`config.mk`:
```
export PLATFORM = sky130hd
export DESIGN_NAME = vic_ctrl
export DESIGN_NICKNAME = d
export VERILOG_FILES = /design/src/rtl/vic_pkg.sv /design/src/rtl/vic_regs.sv /design/src/rtl/vic_src_cell.sv /design/src/rtl/vic_out_stage.sv /design/src/rtl/vic_ctrl.sv
export SDC_FILE = /design/constraint.sdc
export NUM_CORES = 1
export LEC_CHECK = 0
export BUFFER_PORTS_ARGS = -buffer_cell sky130_fd_sc_hd__buf_4
export CELL_PAD_IN_SITES_DETAIL_PLACEMENT = 0
export CELL_PAD_IN_SITES_GLOBAL_PLACEMENT = 1
export CORE_MARGIN = 3
export CORE_UTILIZATION = 33
export CTS_BUF_LIST = sky130_fd_sc_hd__clkbuf_4 sky130_fd_sc_hd__clkbuf_8 sky130_fd_sc_hd__clkbuf_16
export DETAILED_ROUTE_END_ITERATION = 10
export PLACE_DENSITY_LB_ADDON = 0.1
export SLEW_MARGIN = 20
export SYNTH_ARGS = -nofsm -noshare
export SYNTH_HDL_FRONTEND = slang
export SYNTH_SLANG_ARGS = --single-unit
```
`constraint.sdc`:
```
create_clock -name clk -period 1.5 [get_ports clk]
set_clock_uncertainty 0.05 [all_clocks]
set_input_delay 0.15 -clock clk [delete_from_list [all_inputs] [get_ports clk]]
set_output_delay 0.15 -clock clk [all_outputs]
set_load 0.01 [all_outputs]
```
`src/rtl/vic_pkg.sv`:
```
package vic_pkg;

  // Register addresses decoded by the processor-side bus
  localparam logic [7:0] VIC_A_VEC  = 8'hB0;
  localparam logic [7:0] VIC_A_MASK = 8'hB2;
  localparam logic [7:0] VIC_A_STAT = 8'hB4;
  localparam logic [7:0] VIC_A_ACK  = 8'hB6;
  localparam logic [7:0] VIC_A_NMI  = 8'hB7;

  typedef enum logic [2:0] {
    SEL_NONE,
    SEL_VEC,
    SEL_MASK,
    SEL_STAT,
    SEL_ACK,
    SEL_NMI
  } vic_sel_e;

  function automatic vic_sel_e vic_decode(input logic [7:0] a);
    vic_sel_e s;
    case (a)
      VIC_A_VEC:  s = SEL_VEC;
      VIC_A_MASK: s = SEL_MASK;
      VIC_A_STAT: s = SEL_STAT;
      VIC_A_ACK:  s = SEL_ACK;
      VIC_A_NMI:  s = SEL_NMI;
      default:    s = SEL_NONE;
    endcase
    return s;
  endfunction

endpackage

```
`src/rtl/vic_regs.sv`:
```
// Writable configuration: vector base, enable mask, NMI arm,
// plus the one-cycle acknowledge strobe vector.
module vic_regs
  import vic_pkg::*;
#(
  parameter int unsigned DATA_W  = 8,
  parameter int unsigned NSRC    = 8,
  parameter int unsigned OFS_W   = 5,
  parameter int unsigned NMI_BIT = 4
) (
  input  logic              clk,
  input  logic              rst_n,
  input  logic              wr_en,
  input  vic_sel_e          sel,
  input  logic [DATA_W-1:0] wr_data,
  output logic [OFS_W-1:0]  offset_q,
  output logic [NSRC-1:0]   mask_q,
  output logic              nmi_en_q,
  output logic [NSRC-1:0]   ack_vec
);

  always_ff @(posedge clk or negedge rst_n) begin
    if (!rst_n) begin
      offset_q <= '0;
      mask_q   <= '0;
      nmi_en_q <= 1'b0;
    end else if (wr_en) begin
      case (sel)
        SEL_VEC:  offset_q <= wr_data[DATA_W-1 -: OFS_W];
        SEL_MASK: mask_q   <= wr_data[NSRC-1:0];
        SEL_NMI:  nmi_en_q <= wr_data[NMI_BIT];
        default:  ;
      endcase
    end
  end

  // Acknowledge is a pulse, not a stored register
  assign ack_vec = (wr_en && sel == SEL_ACK) ? wr_data[NSRC-1:0] : '0;

endmodule

```
`src/rtl/vic_src_cell.sv`:
```
// One interrupt source: trigger qualification and its pending bit.
module vic_src_cell #(
  parameter bit IS_LEVEL = 1'b1
) (
  input  logic clk,
  input  logic rst_n,
  input  logic cond,
  input  logic en,
  input  logic ack,
  output logic pend,
  output logic set_evt
);

  logic trig;

  generate
    if (IS_LEVEL) begin : g_level
      // set on every enabled cycle the condition is present
      assign trig = cond;
    end else begin : g_edge
      // previous level tracked without reset, so it holds the
      // input seen during reset and no false edge appears afterwards
      logic prev_q;
      always_ff @(posedge clk) begin
        prev_q <= cond;
      end
      assign trig = cond & ~prev_q;
    end
  endgenerate

  // enable gates the setting of status, not just the output
  assign set_evt = trig & en;

  // only acknowledge clears; a simultaneous set wins
  always_ff @(posedge clk or negedge rst_n) begin
    if (!rst_n) pend <= 1'b0;
    else        pend <= (pend & ~ack) | set_evt;
  end

endmodule

```
`src/rtl/vic_out_stage.sv`:
```
// Registered request outputs.
module vic_out_stage #(
  parameter int unsigned NSRC = 8
) (
  input  logic            clk,
  input  logic            rst_n,
  input  logic [NSRC-1:0] stat,
  input  logic            nmi_en,
  input  logic            batt_low,
  output logic            irq_q,
  output logic            nmi_q
);

  always_ff @(posedge clk or negedge rst_n) begin
    if (!rst_n) begin
      irq_q <= 1'b0;
      nmi_q <= 1'b0;
    end else begin
      irq_q <= |stat;
      nmi_q <= nmi_en & batt_low;
    end
  end

endmodule

```
`src/rtl/vic_ctrl.sv`:
```
// Vectored eight-source interrupt controller, top level.
module vic_ctrl
  import vic_pkg::*;
#(
  parameter int unsigned DATA_W     = 8,
  parameter int unsigned NSRC       = 8,
  parameter logic [7:0]  LEVEL_MASK = 8'b0000_1101,
  parameter int unsigned NMI_BIT    = 4
) (
  input  logic              clk,
  input  logic              rst_n,
  input  logic [7:0]        addr_i,
  input  logic              wr_en_i,
  input  logic [DATA_W-1:0] wr_data_i,
  output logic [DATA_W-1:0] rd_data_o,
  input  logic [NSRC-1:0]   cond_in,
  input  logic              batt_low_i,
  output logic              irq_o,
  output logic              nmi_o
);

  localparam int unsigned IDX_W = $clog2(NSRC);
  localparam int unsigned OFS_W = DATA_W - IDX_W;

  // index of the highest set bit, zero when none
  function automatic logic [IDX_W-1:0] top_pending(input logic [NSRC-1:0] s);
    logic [IDX_W-1:0] r;
    r = '0;
    for (int i = 0; i < NSRC; i++) begin
      if (s[i]) r = IDX_W'(i);
    end
    return r;
  endfunction

  // base in the upper bits, pending index in the lower bits
  function automatic logic [DATA_W-1:0] vec_word(input logic [OFS_W-1:0] o,
                                                 input logic [NSRC-1:0]  s);
    return {o, top_pending(s)};
  endfunction

  vic_sel_e           sel;
  logic [OFS_W-1:0]   offset_q;
  logic [NSRC-1:0]    mask_q;
  logic               nmi_en_q;
  logic [NSRC-1:0]    ack_vec;
  logic [NSRC-1:0]    stat_q;
  logic [NSRC-1:0]    set_evt;

  assign sel = vic_decode(addr_i);

  vic_regs #(
    .DATA_W (DATA_W),
    .NSRC   (NSRC),
    .OFS_W  (OFS_W),
    .NMI_BIT(NMI_BIT)
  ) u_regs (
    .clk     (clk),
    .rst_n   (rst_n),
    .wr_en   (wr_en_i),
    .sel     (sel),
    .wr_data (wr_data_i),
    .offset_q(offset_q),
    .mask_q  (mask_q),
    .nmi_en_q(nmi_en_q),
    .ack_vec (ack_vec)
  );

  generate
    for (genvar i = 0; i < NSRC; i++) begin : g_src
      vic_src_cell #(
        .IS_LEVEL(LEVEL_MASK[i])
      ) u_cell (
        .clk    (clk),
        .rst_n  (rst_n),
        .cond   (cond_in[i]),
        .en     (mask_q[i]),
        .ack    (ack_vec[i]),
        .pend   (stat_q[i]),
        .set_evt(set_evt[i])
      );
    end
  endgenerate

  vic_out_stage #(
    .NSRC(NSRC)
  ) u_out (
    .clk     (clk),
    .rst_n   (rst_n),
    .stat    (stat_q),
    .nmi_en  (nmi_en_q),
    .batt_low(batt_low_i),
    .irq_q   (irq_o),
    .nmi_q   (nmi_o)
  );

  // Read mux; status is read-only, acknowledge reads as zero
  always_comb begin
    rd_data_o = '0;
    case (sel)
      SEL_VEC:  rd_data_o = vec_word(offset_q, stat_q);
      SEL_MASK: rd_data_o[NSRC-1:0] = mask_q;
      SEL_STAT: rd_data_o[NSRC-1:0] = stat_q;
      SEL_NMI:  rd_data_o[NMI_BIT] = nmi_en_q;
      default:  rd_data_o = '0;
    endcase
  end

endmodule

```
==> impl_metrics.json <==
{
  "clkTransAtPathRegs_ps": 60,
  "synth_area_leaders": "dfrtp_1 (45%), mux2_2 (12%), dfxtp_1 (7.5%), nand2_1 (6.2%), a32oi_1 (3.9%)",
  "layout.area.seq_um2": 701,
  "multi_input_area_um2": 683,
  "dieArea_um2": 4840,
  "clockBufferDepth": 2,
  "syn-cell-area_um2": 1330,
  "drt_iter0_markers": 34,
  "wl_met1_mm": 1.59,
  "hold_viol": 0,
  "place_area_um2": 1800,
  "ios": 38,
  "wl_per_cell_um": 15.0,
  "htreeDepth": 2,
  "fp.dieW_um": 69.5,
  "reg2reg_from": "g_src[5].u_cell.pend$_DFF_PN0_",
  "n_antenna_cell": 0,
  "ys_seq_elements": 29,
  "reg2reg_to": "u_out.irq_q$_DFF_PN0_",
  "relSlewSlack": 0.784,
  "cts_tree": "yes",
  "coreArea_um2": 3770,
  "path_buf_inv": 3,
  "tightestPinTransition_ps": 325,
  "synth_edf_count": 0,
  "ys_types": 26,
  "cts_buffers": 5,
  "reg2reg_depth": 4,
  "cts_root_buffer": "clkbuf_8",
  "grt_start_max_net_pins": 25,
  "crit_required_ps": 1300,
  "setup_viol": 13,
  "hold_slack_ps": 40.3,
  "rows": 22,
  "violations": "setup timing",
  "crit_type": "primary input to output pin",
  "drc": 0,
  "period_share": 1.10,
  "synth_top_area_share": 0.451,
  "cp-start-kind": "primary input",
  "run_status": "finished with violations",
  "gp_congestion": 0.769,
  "postRouteWirelength_mm": 3.47,
  "antenna_left": 0,
  "cp-end-kind": "output pin",
  "powerDensity_nw_per_um2": 983,
  "antenna_found_initial": 0,
  "hold_depth": 2,
  "synth_area_leader_cell": "dfrtp_1",
  "p_leak_nw": 0.989,
  "whs_endpoint": "u_out.nmi_q$_DFF_PN0_",
  "max-cap-violations": 0,
  "wl_met2_mm": 1.67,
  "hold_class": "primary input to flip-flop",
  "rsz0062_at_grt": "true",
  "cp.arrival_ps": 1440,
  "crit_slowest_cell": "or4b_4",
  "grt_usage": 0.148,
  "slew_viol_final": 0,
  "synth_area_per_cell_um2": 11.6,
  "place_hpwl_mm": 2.50,
  "r2r_slack_ps": 310,
  "grt_overflow": 0,
  "dr.pass1.iters": 4,
  "routed-wl-met3_um": 173,
  "ir_worst_vdd_uv": 547,
  "die_h_um": 69.5,
  "crit_chain": "buf_6 > or4b_4 > nor4_4 > buf_4 > a221o_2 > buf_6",
  "finalWorstSetupSlack_ps": -144,
  "postSynth.asyncResetShare": 0.828,
  "cpMostUsedCell": "buf_6",
  "hold_start": "batt_low_i",
  "worstSkewPairLatency_ps": 270,
  "grt_pass1_vias": 1189,
  "synthCells": 115,
  "crit_fanout": 4,
  "areaGrowthSynthToFinish_pct": 56.5,
  "critPathMaxStageDelay_ps": 540,
  "start_util": 0.353,
  "nFillCells": 325,
  "ys.flop_type": "dfrtp_1",
  "avgViaCountPerCell": 5.07,
  "synth_fp_nets": 143,
  "ys_warn_count": 0,
  "top_layer_used": "met4",
  "drive_gt1_frac": 0.527,
  "cts_sinks": 29,
  "via_count": 1176,
  "portBuffers": 37,
  "grt_pass1_wl_mm": 5.70,
  "nets": 211,
  "synth_seq_area_share": 0.526,
  "postLayoutCellArea_um2": 2090,
  "min_period_ps": 1640,
  "critPathTopFamily": "simple AND/OR/NAND/NOR gates",
  "max_freq_mhz": 608
}
[cells in the mapped netlist (all sizes together), types with 2 or more instances]
master	count
o31ai	2
a21oi	2
or4b	2
a32o	5
nor2	4
nand4bb	2
mux2	14
nand2	24
inv	7
dfrtp	24
dfxtp	5
nor4	5
a32oi	6
nand3	2
a22o	3
[report_power, final]
part | total, W | internal [W] | leakage [nW] | switching (W)
sequential | 0.000970 | 0.000878 | 0.359 | 0.0000922
clock | 0.000620 | 0.000339 | 0.0484 | 0.000281
combinational | 0.000461 | 0.000272 | 0.582 | 0.000190
[how the worst max path moves through the flow]
stage,from,to,slack (ps),depth (start not counted)
floorplan,addr_i[5],u_regs.mask_q[0]$_DFFE_PN0P_,-170,4
global placement,addr_i[6],u_regs.mask_q[5]$_DFFE_PN0P_,-250,5
detailed placement,addr_i[6],u_regs.mask_q[2]$_DFFE_PN0P_,-270,5
CTS,g_src[7].u_cell.pend$_DFF_PN0_,rd_data_o[2],-150,5
global route,g_src[5].u_cell.pend$_DFF_PN0_,rd_data_o[2],-220,5
finish,addr_i[1],rd_data_o[4],-140,6
[per-stage QoR]
| step | utilization | setup WS (ps) | power [W] | std cells | setup TNS, ps |
|---|---|---|---|---|---|
| after global placement | 0.476 | -253 | 0.00132 | 214 | -4250 |
| after CTS | 0.531 | -147 | 0.00200 | 230 | -873 |
| after global routing | 0.553 | -224 | 0.00217 | 232 | -1680 |
| final | 0.553 | -144 | 0.00205 | 232 | -987 |
| after detailed placement | 0.476 | -265 | 0.00133 | 214 | -4240 |
| after floorplan | - | -171 | 0.00112 | 115 | -2710 |
[cells in the final DEF, fill, tap and decap left out, types with 2 or more instances in the layout]
cell,netlist,layout
a22o_1,3,3
a32o_1,5,5
a32oi_1,6,5
buf_4,0,43
buf_6,0,13
clkbuf_8,0,5
clkinv_2,0,2
dfrtp_1,24,24
dfxtp_1,5,5
dlygate4sd3_1,0,6
inv_1,7,7
mux2_2,14,13
nand2_1,22,16
nand2_2,1,6
nand2_8,0,2
nand3_1,2,2
nand4bb_1,2,2
nor2_1,4,3
nor4_1,3,2
nor4_4,2,3
or4b_4,2,2
[kinds of logic after synthesis]
| family | Yosys count | synth area share |
|---|---|---|
| and+or+nand+nor | 42 | 0.191 |
| DFF | 29 | 0.526 |
| AOI/OAI and AO/OA | 22 | 0.143 |
| muxes | 14 | 0.118 |
| buffers and inverters | 8 | 0.0225 |
[final cells by class]
type | instances | area share
sequential | 29 | 0.336
multi-input combinational | 78 | 0.328
timing repair buffer | 62 | 0.254
clock buffer | 6 | 0.0366
tap | 48 | 0.0288
inverter | 7 | 0.0126
clock inverter | 2 | 0.00480
[timing repair]
item                                    in CTS  in global routing
endpoints found under the setup margin       8                 14
pin swaps                                    7                  3
gates resized for setup                     10                 17
buffers inserted                             2                  2
hold buffers                                 6                  0
hold endpoints to repair                    29                  0
[registers in the layout (all words and copies together) (netlist names)]
register                    flops
g_src.u_cell.g_edge.prev_q      5
g_src.u_cell.pend               8
u_out.irq_q                     1
u_out.nmi_q                     1
u_regs.mask_q                   8
u_regs.nmi_en_q                 1
u_regs.offset_q                 5
[metal layers]
metal  global-route usage  up-vias
met5                    0        -
met4               0.0542        0
met3               0.0464        4
met2                0.230       28
met1                0.193      578
li1                     -      566
Power figures use the tool's default switching activity.
